$ cat src/rtl/frm_pkg.sv
package frm_pkg;
  localparam int BYTE_W = 8;
  localparam int LEN_W  = 3;

  localparam logic [BYTE_W-1:0] PFX_BIT = 8'hCB;
  localparam logic [BYTE_W-1:0] PFX_EXT = 8'hED;
  localparam logic [BYTE_W-1:0] PFX_IX  = 8'hDD;
  localparam logic [BYTE_W-1:0] PFX_IY  = 8'hFD;

  typedef enum logic [2:0] {
    ROLE_OPC  = 3'd0,
    ROLE_PFX  = 3'd1,
    ROLE_DISP = 3'd2,
    ROLE_IMM  = 3'd3,
    ROLE_LO   = 3'd4,
    ROLE_HI   = 3'd5
  } role_e;

  typedef enum logic [1:0] {TBL_MAIN, TBL_EXT, TBL_IDX} tbl_e;

  typedef enum logic [3:0] {
    ST_FIRST, ST_BIT_OP, ST_EXT_OP, ST_IDX_OP, ST_XB_DISP,
    ST_XB_OP, ST_DISP, ST_IMM, ST_LO, ST_HI
  } st_e;

  typedef struct packed {
    logic pfx;
    logic disp;
    logic imm;
    logic word;
  } ocls_t;

  typedef struct packed {
    logic              vld;
    role_e             role;
    logic              eoi;
    logic [LEN_W-1:0]  len;
    logic [BYTE_W-1:0] opc;
  } beat_t;

  // displacement always precedes an immediate or word operand
  function automatic st_e after_opcode(ocls_t c);
    if (c.disp)      return ST_DISP;
    else if (c.imm)  return ST_IMM;
    else if (c.word) return ST_LO;
    else             return ST_FIRST;
  endfunction
endpackage

$ cat src/rtl/frm_op_class.sv
module frm_op_class
  import frm_pkg::*;
(
  input  logic [BYTE_W-1:0] op_i,
  input  tbl_e              tbl_i,
  output ocls_t             cls_o
);
  logic [1:0] x;
  logic [2:0] y, z;
  logic       is_pfx, nests, mem, m_disp, m_imm, m_word;

  assign x = op_i[7:6];
  assign y = op_i[5:3];
  assign z = op_i[2:0];

  assign is_pfx = (op_i == PFX_BIT) || (op_i == PFX_EXT) ||
                  (op_i == PFX_IX)  || (op_i == PFX_IY);
  assign nests  = (op_i == PFX_EXT) || (op_i == PFX_IX) || (op_i == PFX_IY);

  assign m_disp = (x == 2'd0) && (z == 3'd0) && (y >= 3'd2);
  assign m_imm  = ((x == 2'd0) && (z == 3'd6)) ||
                  ((x == 2'd3) && (z == 3'd6)) ||
                  ((x == 2'd3) && (z == 3'd3) && ((y == 3'd2) || (y == 3'd3)));
  assign m_word = ((x == 2'd0) && (z == 3'd1) && !y[0]) ||
                  ((x == 2'd0) && (z == 3'd2) && y[2]) ||
                  ((x == 2'd3) && (z == 3'd2)) ||
                  ((x == 2'd3) && (z == 3'd4)) ||
                  ((x == 2'd3) && (z == 3'd3) && (y == 3'd0)) ||
                  ((x == 2'd3) && (z == 3'd5) && (y == 3'd1));
  // operand through the index register replaces the HL memory operand
  assign mem    = ((x == 2'd1) && ((z == 3'd6) || (y == 3'd6)) && !((z == 3'd6) && (y == 3'd6))) ||
                  ((x == 2'd2) && (z == 3'd6)) ||
                  ((x == 2'd0) && (y == 3'd6) && ((z == 3'd4) || (z == 3'd5) || (z == 3'd6)));

  always_comb begin
    cls_o = '0;
    case (tbl_i)
      TBL_MAIN: begin
        cls_o.pfx  = is_pfx;
        cls_o.disp = m_disp && !is_pfx;
        cls_o.imm  = m_imm;
        cls_o.word = m_word;
      end
      TBL_EXT: cls_o.word = (x == 2'd1) && (z == 3'd3);
      TBL_IDX: begin
        cls_o.pfx = (op_i == PFX_BIT);
        if (!nests && (op_i != PFX_BIT)) begin
          cls_o.disp = m_disp || mem;
          cls_o.imm  = m_imm;
          cls_o.word = m_word;
        end
      end
      default: cls_o = '0;
    endcase
  end
endmodule

$ cat src/rtl/frm_seq.sv
module frm_seq
  import frm_pkg::*;
(
  input  logic              clk_i,
  input  logic              rst_ni,
  input  logic              resync_i,
  input  logic              valid_i,
  input  logic [BYTE_W-1:0] byte_i,
  output beat_t             beat_o
);
  st_e               st_q, st_d;
  logic [LEN_W-1:0]  cnt_q, cnt_d, len_d;
  logic [BYTE_W-1:0] op_q, op_d;
  logic              pimm_q, pimm_d, pword_q, pword_d;
  logic              acc, eoi;
  role_e             role;
  tbl_e              tbl;
  ocls_t             cls;

  assign tbl = (st_q == ST_EXT_OP) ? TBL_EXT :
               (st_q == ST_IDX_OP) ? TBL_IDX : TBL_MAIN;

  frm_op_class u_cls (
    .op_i  (byte_i),
    .tbl_i (tbl),
    .cls_o (cls)
  );

  assign acc = valid_i && !resync_i;

  always_comb begin
    st_d    = st_q;
    op_d    = op_q;
    pimm_d  = pimm_q;
    pword_d = pword_q;
    role    = ROLE_OPC;
    case (st_q)
      ST_FIRST, ST_EXT_OP, ST_IDX_OP: begin
        if (cls.pfx) begin
          role = ROLE_PFX;
          if (st_q == ST_IDX_OP)         st_d = ST_XB_DISP;
          else if (byte_i == PFX_BIT)    st_d = ST_BIT_OP;
          else if (byte_i == PFX_EXT)    st_d = ST_EXT_OP;
          else                           st_d = ST_IDX_OP;
        end else begin
          op_d    = byte_i;
          pimm_d  = cls.imm;
          pword_d = cls.word;
          st_d    = after_opcode(cls);
        end
      end
      ST_BIT_OP, ST_XB_OP: begin
        op_d = byte_i;
        st_d = ST_FIRST;
      end
      ST_XB_DISP: begin
        role = ROLE_DISP;
        st_d = ST_XB_OP;
      end
      ST_DISP: begin
        role = ROLE_DISP;
        st_d = pimm_q ? ST_IMM : (pword_q ? ST_LO : ST_FIRST);
      end
      ST_IMM: begin
        role = ROLE_IMM;
        st_d = ST_FIRST;
      end
      ST_LO: begin
        role = ROLE_LO;
        st_d = ST_HI;
      end
      ST_HI: begin
        role = ROLE_HI;
        st_d = ST_FIRST;
      end
      default: st_d = ST_FIRST;
    endcase
    // prefixes never lead back to ST_FIRST
    eoi   = (st_d == ST_FIRST);
    len_d = cnt_q + LEN_W'(1);
    cnt_d = eoi ? '0 : len_d;
  end

  always_ff @(posedge clk_i or negedge rst_ni) begin
    if (!rst_ni) begin
      st_q    <= ST_FIRST;
      cnt_q   <= '0;
      op_q    <= '0;
      pimm_q  <= 1'b0;
      pword_q <= 1'b0;
    end else if (resync_i) begin
      st_q    <= ST_FIRST;
      cnt_q   <= '0;
      pimm_q  <= 1'b0;
      pword_q <= 1'b0;
    end else if (valid_i) begin
      st_q    <= st_d;
      cnt_q   <= cnt_d;
      op_q    <= op_d;
      pimm_q  <= pimm_d;
      pword_q <= pword_d;
    end
  end

  always_comb begin
    beat_o.vld  = acc;
    beat_o.role = role;
    beat_o.eoi  = acc && eoi;
    beat_o.len  = len_d;
    beat_o.opc  = op_d;
  end

  // checker state: role of the last accepted byte
  role_e last_role_q;
  always_ff @(posedge clk_i or negedge rst_ni) begin
    if (!rst_ni)  last_role_q <= ROLE_OPC;
    else if (acc) last_role_q <= role;
  end

  p_resync_r1: assert property (@(posedge clk_i) disable iff (!rst_ni)
    resync_i |=> (st_q == ST_FIRST) && (cnt_q == '0));

  p_idle_hold_r2: assert property (@(posedge clk_i) disable iff (!rst_ni)
    (!valid_i && !resync_i) |=> $stable(st_q) && $stable(cnt_q) && $stable(op_q));

  p_hi_after_lo_r6: assert property (@(posedge clk_i) disable iff (!rst_ni)
    (acc && role == ROLE_HI) |-> (last_role_q == ROLE_LO));

  p_bit_len_r7: assert property (@(posedge clk_i) disable iff (!rst_ni)
    (acc && st_q == ST_BIT_OP) |-> (beat_o.eoi && beat_o.len == LEN_W'(2)));

  p_xbit_len_r10: assert property (@(posedge clk_i) disable iff (!rst_ni)
    (acc && st_q == ST_XB_OP) |-> (beat_o.eoi && beat_o.len == LEN_W'(4) && beat_o.opc == byte_i));

  p_len_bounds_r13: assert property (@(posedge clk_i) disable iff (!rst_ni)
    beat_o.eoi |-> (beat_o.len >= LEN_W'(1)) && (beat_o.len <= LEN_W'(4)));
endmodule

$ cat src/rtl/frm_out_stage.sv
module frm_out_stage
  import frm_pkg::*;
#(
  parameter bit OUT_REG = 1'b1
) (
  input  logic  clk_i,
  input  logic  rst_ni,
  input  beat_t beat_i,
  output beat_t beat_o
);
  generate
    if (OUT_REG) begin : g_reg
      beat_t q;
      always_ff @(posedge clk_i or negedge rst_ni) begin
        if (!rst_ni) q <= '0;
        else         q <= beat_i;
      end
      assign beat_o = q;
    end else begin : g_thru
      assign beat_o = beat_i;
    end
  endgenerate
endmodule

$ cat src/rtl/instr_framer.sv
module instr_framer
  import frm_pkg::*;
#(
  parameter bit OUT_REG = 1'b1
) (
  input  logic              clk_i,
  input  logic              rst_ni,
  input  logic              resync_i,
  input  logic              valid_i,
  input  logic [BYTE_W-1:0] byte_i,
  output logic              vld_o,
  output logic [2:0]        role_o,
  output logic              eoi_o,
  output logic [LEN_W-1:0]  len_o,
  output logic [BYTE_W-1:0] opc_o
);
  beat_t raw, outb;

  frm_seq u_seq (
    .clk_i    (clk_i),
    .rst_ni   (rst_ni),
    .resync_i (resync_i),
    .valid_i  (valid_i),
    .byte_i   (byte_i),
    .beat_o   (raw)
  );

  frm_out_stage #(.OUT_REG(OUT_REG)) u_out (
    .clk_i  (clk_i),
    .rst_ni (rst_ni),
    .beat_i (raw),
    .beat_o (outb)
  );

  assign vld_o  = outb.vld;
  assign role_o = outb.role;
  assign eoi_o  = outb.eoi;
  assign len_o  = outb.len;
  assign opc_o  = outb.opc;

  generate
    if (OUT_REG) begin : g_chk
      p_accept_latency_r3: assert property (@(posedge clk_i) disable iff (!rst_ni)
        (valid_i && !resync_i) |=> vld_o);
      p_gap_quiet_r2: assert property (@(posedge clk_i) disable iff (!rst_ni)
        !(valid_i && !resync_i) |=> !vld_o && !eoi_o);
    end
  endgenerate
endmodule

$ cat config.mk
export PLATFORM = sky130hd
export DESIGN_NAME = instr_framer
export DESIGN_NICKNAME = d
export VERILOG_FILES = /design/src/rtl/frm_pkg.sv /design/src/rtl/frm_op_class.sv /design/src/rtl/frm_seq.sv /design/src/rtl/frm_out_stage.sv /design/src/rtl/instr_framer.sv
export SDC_FILE = /design/constraint.sdc
export NUM_CORES = 1
export LEC_CHECK = 0
export ABC_AREA = 0
export CAP_MARGIN = 0
export CORE_ASPECT_RATIO = 1.2
export CORE_UTILIZATION = 60
export CTS_CLUSTER_SIZE = 14
export DETAILED_ROUTE_END_ITERATION = 8
export DONT_BUFFER_PORTS = 1
export PLACE_DENSITY = 0.76
export SLEW_MARGIN = 25
export SYNTH_ARGS = -nofsm -noshare
export SYNTH_HDL_FRONTEND = slang
export SYNTH_SLANG_ARGS = --single-unit
$ cat constraint.sdc
create_clock -name clk_i -period 2.9 [get_ports clk_i]
set_input_delay 0.29 -clock clk_i [delete_from_list [all_inputs] [get_ports clk_i]]
set_output_delay 0.29 -clock clk_i [all_outputs]
set_load 0.01 [all_outputs]
**Word-level counts from Yosys, hierarchy flattened**

Index checks and enable logic that the tools add are counted.

- Add/sub/neg operators: 1
- $mul: 0
- Div/mod/pow operators: 0
- $lt $le $gt $ge: 1
- Eq/ne operators: 30
- Shifts and indexed selects: 0
- Mux-type cells: 32
- Bitwise logic cells: 1
- Reduce and logical (&&, ||, !) cells: 63

Operators with widths:

| cell | count |
|---|---|
| 2-to-1 mux 4 bit | 10 |
| equality test 8 bit, second input constant | 4 |
| logical AND 1 bit | 26 |
| logical OR 1 bit | 19 |
| equality test 4 x 3 -> 1 bit, second input constant | 4 |
| one-hot mux 4 bit (4 select lines) | 1 |
| one-hot mux 8 bit (2 select lines) | 1 |
| one-hot mux 3 bit (5 select lines) | 1 |
| equality test 3 x 2 -> 1 bit, second input constant | 4 |
| equality test 3 bit, second input constant | 4 |
| 2-to-1 mux 3 bit | 4 |
| 2-to-1 mux 1 bit | 10 |
| equality test 4 x 2 -> 1 bit, second input constant | 2 |
| equality test 4 bit, second input constant | 2 |
| logical NOT 4 bit | 2 |
| 2-to-1 mux 8 bit | 1 |
| != test 8 bit, second input constant | 1 |
| equality test 2 bit, second input constant | 3 |
| equality test 3 x 1 -> 1 bit, second input constant | 2 |
| logical NOT 3 bit | 2 |
| one-hot mux 3 bit (2 select lines) | 1 |
| logical NOT 1 bit | 5 |
| equality test 2 x 1 -> 1 bit, second input constant | 2 |
| equality test 4 x 1 -> 1 bit, second input constant | 1 |
| 12 further kinds | 16 |

- Bits in registers: 33
- Latch bits: 0
- Memory bits (writable): 0
- Bits in read-only memories: 0
- Input bits: 12
- Output and inout port bits: 16
- Memories: 0

**Logic depth before layout (Yosys ltp)**

- Depth in word-level cells: 19
- Mapped depth: 10

**Hierarchy**

Synthesis repeated with hierarchy kept, for this count alone.

- Cell total of the unflattened synthesis: 177
- Area, all modules: 1855.5 µm²

By module, submodules not included:

| module | instances | cells each | area an instance (µm²) | sequential area each (µm²) |
|---|---|---|---|---|
| frm_seq | 1 | 110 | 1138.6 | 425.4 |
| frm_out_stage | 1 | 16 | 400.4 | 400.4 |
| frm_op_class | 1 | 51 | 316.6 | 0.0 |

**Least setup slack after synthesis**

Ideal clock, no wire load.

- Path type: flip-flop to flip-flop
- From: register u_seq.st_q[3]
- To: register u_seq.op_q[0]
- Library setup time: 125 ps
- Arrival: 2061 ps
- Data required time: 2775 ps
- Path slack: 714 ps
- Stages on the path, launching flop included: 11
- Clock period less this slack: 2186 ps
- Cell sequence: dfrtp_1 > buf_2 > nand2b_1 > nor2_2 > nor3_4 > a311oi_1 > o21ba_1 > buf_6 > and2_4 > buf_6 > mux2_4

- Cells in the longest elaborated chain, start to end: 7
- Elaborated cells on any way between the ends: 14
- Those cells by class: 5 x eq/ne; 5 x mux; 4 x reduce/logical

Ends and longest elaborated chain:

| element | RTL line | RTL |
|---|---|---|
| start: declaration | frm_seq.sv:11 | `st_e st_q, st_d;` |
| start signal: assignment | frm_seq.sv:97 | `st_q <= st_d;` |
| equality test 4 x 2 -> 1 bit | frm_seq.sv:21, frm_seq.sv:37 |  |
| 2-to-1 mux 2 bit | frm_seq.sv:21 | `(st_q == ST_IDX_OP) ? TBL_IDX : TBL_MAIN;` |
| 2-to-1 mux 2 bit | frm_seq.sv:20 | `assign tbl = (st_q == ST_EXT_OP) ? TBL_EXT :` |
| equality test 2 bit or logical NOT 2 bit (tied branches) | frm_op_class.sv:37 | `case (tbl_i)` |
| one-hot mux 3 bit (2 select lines) | frm_op_class.sv:37 |  |
| 2-to-1 mux 8 bit | frm_seq.sv:39 | `if (cls.pfx) begin` |
| one-hot mux 8 bit (2 select lines) (*) | frm_seq.sv:37 | `case (st_q)` |
| end signal: assignment | frm_seq.sv:99 | `op_q <= op_d;` |
| end: declaration | frm_seq.sv:13 | `logic [BYTE_W-1:0] op_q, op_d;` |

Every way passes the cells marked *; elsewhere a longest branch is shown, timed or not.
A chain may end at the register's enable or synchronous reset.

**Worst setup path after layout**

- From: register u_seq.st_q[2]
- To: register u_seq.cnt_q[1]

- Cells in the longest elaborated chain, start to end: 14
- Elaborated cells on any way between the ends: 24
- Those cells by class: 7 x eq/ne; 13 x mux; 4 x reduce/logical

Ends and longest elaborated chain:

| element | RTL line | RTL |
|---|---|---|
| equality test 4 x 2 -> 1 bit | frm_seq.sv:21, frm_seq.sv:37, frm_seq.sv:41 |  |
| 2-to-1 mux 2 bit | frm_seq.sv:21 |  |
| 2-to-1 mux 2 bit | frm_seq.sv:20 |  |
| equality test 2 bit, or another cell as far along | frm_op_class.sv:37 |  |
| one-hot mux 1 bit (3 select lines) | frm_op_class.sv:37 |  |
| 2-to-1 mux 4 bit | frm_pkg.sv:45 | `else if (c.word) return ST_LO;` |
| 2-to-1 mux 4 bit | frm_pkg.sv:44 | `else if (c.imm) return ST_IMM;` |
| 2-to-1 mux 4 bit | frm_pkg.sv:43 | `if (c.disp) return ST_DISP;` |
| 2-to-1 mux 4 bit | frm_seq.sv:39 |  |
| one-hot mux 4 bit (4 select lines) (*) | frm_seq.sv:37 |  |
| logical NOT 4 bit (*) | frm_seq.sv:79 | `eoi = (st_d == ST_FIRST);` |
| 2-to-1 mux 3 bit (*) | frm_seq.sv:81 | `cnt_d = eoi ? '0 : len_d;` |
| 2-to-1 mux 3 bit (*) | frm_seq.sv:96 | `end else if (valid_i) begin` |
| 2-to-1 mux 3 bit (*) | frm_seq.sv:91 | `end else if (resync_i) begin` |
| end signal: assignment | frm_seq.sv:98 | `cnt_q <= cnt_d;` |
| end: declaration | frm_seq.sv:12 | `logic [LEN_W-1:0] cnt_q, cnt_d, len_d;` |

Every way passes the cells marked *; elsewhere a longest branch is shown, timed or not. The select of a mux whose other input is x is not followed.

==> PnR_summary.wiki <==
{| class="wikitable"
! Metric !! Value
|-
| CTS root buf || sky130_fd_sc_hd__clkbuf_4
|-
| Via total after detailed routing || 1347
|-
| Post-route DRC || 0
|-
| Reg2reg end || u_seq.cnt_q[1]$_DFFE_PN0P_
|-
| Worst setup timing slack at the placement stage || 0.565 ns
|-
| Setup TNS Final || 0 ns
|-
| Fillcell total || 221
|-
| Max-slew violation count || 0
|-
| Total global routing overflow || 0
|-
| Number of antenna cells inserted || 0
|-
| Max Root-Sink Buffers || 2
|-
| Final hold viol count || 0
|-
| Setup slack of the critical path after layout || 0.532 ns
|-
| Sequential element share of the synthesized area || 0.446
|-
| Die extent in y || 62.8 um
|-
| Number of placement rows || 21
|-
| Relative slew slack || 0.633
|-
| Clock transition at the register clock pins on the worst setup and hold paths after CTS || 0.10 ns
|-
| Fraction of final layout cells sized beyond drive strength 1 || 0.129
|-
| WL/cell || 18.5 um
|-
| Number of antenna violations at the first check in global routing || 0
|-
| Count of flip-flops with a built-in enable after synthesis || 0
|-
| Largest vdd supply drop || 0.446 mV
|-
| Utilization of the core after routing || 0.673
|-
| Arrival time worst endpoint || 2.59 ns
|-
| Crit share post-route || 0.817
|-
| Power Density || 510 nW/um2
|-
| Required time of the worst setup path || 3.12 ns
|-
| Largest net degree at the start of global routing || 34
|-
| Transition at the pin with the smallest max-transition slack || 0.543 ns
|-
| Worst Min Path Start || valid_i
|-
| Fmax || 0.422 GHz
|-
| Result of the run || completed
|-
| Total setup violations reported at the end of the flow || 0
|-
| Average instance area after synthesis || 10.9 um2
|-
| Core Footprint || 2860 um2
|-
| Gr usage total || 0.273
|-
| Dominant register cell in the synthesized netlist || sky130_fd_sc_hd__dfrtp_1
|-
| Clock tree from TritonCTS || done
|-
| Worst-path cell with the longest stage delay || sky130_fd_sc_hd__dfrtp_1
|-
| List of cells traversed by the critical path || or3b_1 -> o21ai_1 -> nand3b_1 -> a31oi_1 -> o311a_1 -> o311ai_2 -> a32o_1
|-
| Post-layout net count || 182
|-
| Die width || 52.7 um
|-
| Distinct cell type count after synthesis || 51
|-
| Remaining antenna violation count || 0
|-
| Signed area change from the synthesized netlist to the final layout || 4.12%
|-
| Detailed-route wire length || 3770 um
|-
| Initial DRC count || 33
|-
| Average via count per standard cell || 6.60
|-
| RSZ-0062 raised after global routing || no
|-
| Number of instances in the synthesized netlist || 170
|-
| Inserted Clock Buffers || 5
|-
| Beginning of the worst register-to-register path || u_seq.st_q[2]$_DFFE_PN0P_
|-
| Placer congestion estimate || 0.899
|-
| Kind of cell adding the most delay to the critical path || compound AO/OA/AOI/OAI gates
|-
| Buffer count from post-CTS setup fixing || 0
|-
| Iteration count of the initial detailed-routing pass || 4
|-
| Starting density of the core || 0.646
|-
| Number of sinks handled by clock tree synthesis || 33
|-
| Global-route wire length before repair || 6560 um
|-
| Post-synthesis async set-or-reset flop share || 1.00
|-
| Path category of the worst min-delay check || input port to register
|-
| Die area || 3310 um2
|-
| HPWL reported at the end of detailed placement || 2660 um
|-
| Cell leakage power || 0.812 nW
|-
| Flop2flop setup slack || 0.53 ns
|-
| WHS Endpoint || u_seq.st_q[0]$_DFFE_PN0P_
|-
| Category of the worst setup path launch point || register
|-
| Synth Register Bits || 33
|-
| Critical path fanouts, max || 11
|-
| I/O pin total || 28
|-
| H-tree levels || 2
|-
| Length in cells of the worst reg-to-reg path || 7
|-
| Critical Setup Path Class || register to register
|-
| Total of buffers placed on input and output ports || 0
|-
| Post-Syn Area || 1850 um2
|-
| Max cap viols || 0
|-
| Maximum clock skew at final layout || 0.00681 ns
|-
| Count of non-filler cells in the finished layout || 204
|-
| Crit. End Element || register
|-
| Critical path's largest stage delay || 0.52 ns
|-
| # placed instances || 193
|-
| Number of buffers and inverters on the critical path || 0
|-
| Overall power || 983 uW
|-
| Post-route minimum period || 2.37 ns
|-
| Number of global-route vias before repair || 1396
|-
| Syn Nets || 183
|-
| Number of cells on the worst hold path || 1
|-
| Source-to-sink clock delay at the later pin of the worst-skew pair || 0.33 ns
|-
| Total of warnings raised by yosys || 0
|}
-- state kept, by name, summed over array words and instances (netlist names) --
register,flops
u_out.beat_o,16
u_seq.op_q,8
u_seq.st_q,4
u_seq.cnt_q,3
u_seq.pimm_q,1
u_seq.pword_q,1
-- power by group --
part | switching [mW] | internal, mW | total (mW)
combinational | 0.0773 | 0.0951 | 0.172
sequential | 0.0489 | 0.516 | 0.564
clock | 0.154 | 0.0922 | 0.246
-- metrics by stage --
step / hold slack (ns) / cell area (um2)
global placement: -0.00499 / 1840
floorplan: -0.00559 / 1850
global route: 0.00766 / 1930
finish: 0.0373 / 1930
detailed placement: -0.00493 / 1840
CTS: 0.0158 / 1930
-- kinds of logic after synthesis --
| family | share of synthesized area |
|---|---|
| mux | 0.138 |
| fa+ha+maj | 0.00676 |
| buf+inv | 0.0412 |
| xor+xnor | 0.0142 |
| simple gates | 0.212 |
| compound gates | 0.142 |
| flops | 0.446 |
-- cells in the mapped netlist, types with 2 or more instances --
cell type,number,area share
sky130_fd_sc_hd__nand2_1,4,0.0081
sky130_fd_sc_hd__nor2_1,9,0.018
sky130_fd_sc_hd__and3_1,4,0.014
sky130_fd_sc_hd__a31o_1,3,0.014
sky130_fd_sc_hd__xnor2_1,2,0.0095
sky130_fd_sc_hd__buf_6,2,0.012
sky130_fd_sc_hd__nand2b_1,9,0.030
sky130_fd_sc_hd__clkbuf_1,6,0.012
sky130_fd_sc_hd__mux2_4,9,0.073
sky130_fd_sc_hd__a211oi_1,3,0.012
sky130_fd_sc_hd__mux2i_1,3,0.016
sky130_fd_sc_hd__a311oi_1,3,0.014
sky130_fd_sc_hd__dfrtp_1,33,0.45
sky130_fd_sc_hd__buf_2,4,0.011
sky130_fd_sc_hd__a31oi_1,3,0.010
sky130_fd_sc_hd__mux2_1,8,0.049
sky130_fd_sc_hd__or3b_1,2,0.0095
sky130_fd_sc_hd__inv_1,3,0.0061
sky130_fd_sc_hd__o21ai_0,6,0.016
sky130_fd_sc_hd__nand3b_1,5,0.020
sky130_fd_sc_hd__o22ai_1,2,0.0068
sky130_fd_sc_hd__nand4b_1,3,0.014
sky130_fd_sc_hd__a21oi_1,2,0.0054
sky130_fd_sc_hd__nor3_1,7,0.019
sky130_fd_sc_hd__nor2b_1,8,0.027
sky130_fd_sc_hd__nor3b_1,2,0.0081
-- metal layers --
| metal | GRT usage | routed length, um |
|---|---|---|
| met3 | 0.0876 | 208 |
| met4 | 0.168 | 104 |
| met2 | 0.400 | 1840 |
| met1 | 0.341 | 1620 |
| met5 | 0 | 0 |
-- layout make-up --
class	instances	area, um2	share of cell area
Clock buffer	6	41.3	0.0214
Clock inverter	2	10.0	0.00519
Inverter	3	11.3	0.00584
Multi-Input combinational cell	122	948	0.492
Sequential cell	33	826	0.429
Tap cell	34	42.5	0.0221
Timing Repair Buffer	4	47.5	0.0247
-- worst max path at each step --
stage	start	to	slack, ns	cells after the start
2_1_floorplan	u_seq.st_q[3]$_DFFE_PN0P_	u_seq.op_q[0]$_DFFE_PN0P_	0.71	10
3_3_place_gp	u_seq.st_q[2]$_DFFE_PN0P_	u_seq.cnt_q[1]$_DFFE_PN0P_	0.66	7
3_5_place_dp	u_seq.st_q[2]$_DFFE_PN0P_	u_seq.cnt_q[1]$_DFFE_PN0P_	0.57	7
5_1_grt	u_seq.st_q[2]$_DFFE_PN0P_	u_seq.cnt_q[1]$_DFFE_PN0P_	0.39	7
4_1_cts	u_seq.st_q[2]$_DFFE_PN0P_	u_seq.cnt_q[1]$_DFFE_PN0P_	0.54	7
6_report	u_seq.st_q[2]$_DFFE_PN0P_	u_seq.cnt_q[1]$_DFFE_PN0P_	0.53	7
-- cells in the final DEF, fill, tap and decap left out, types with 4 or more instances in the layout --
master	instances
sky130_fd_sc_hd__nor3_1	7
sky130_fd_sc_hd__nand2_1	4
sky130_fd_sc_hd__nor2_1	9
sky130_fd_sc_hd__mux2_4	9
sky130_fd_sc_hd__mux2_1	8
sky130_fd_sc_hd__dfrtp_1	33
sky130_fd_sc_hd__clkbuf_4	5
sky130_fd_sc_hd__nand2b_1	9
sky130_fd_sc_hd__and3_1	4
sky130_fd_sc_hd__o21ai_0	6
sky130_fd_sc_hd__nand3b_1	5
sky130_fd_sc_hd__nor2b_1	8
-- repair_timing --
action | in CTS | in global routing
hold buffers | 3 | 0
endpoints found under the hold margin | 40 | 0
setup endpoints to repair | 0 | 0
gates resized for setup | 0 | 0
-- worst register-to-register path, stage by stage (launching register included) --
cell and delay [ns]:
sky130_fd_sc_hd__dfrtp_1 0.52, sky130_fd_sc_hd__or3b_1 0.49, sky130_fd_sc_hd__o21ai_1 0.15, sky130_fd_sc_hd__nand3b_1 0.08
sky130_fd_sc_hd__a31oi_1 0.27, sky130_fd_sc_hd__o311a_1 0.26, sky130_fd_sc_hd__o311ai_2 0.17, sky130_fd_sc_hd__a32o_1 0.30
Power figures use the tool's default switching activity.
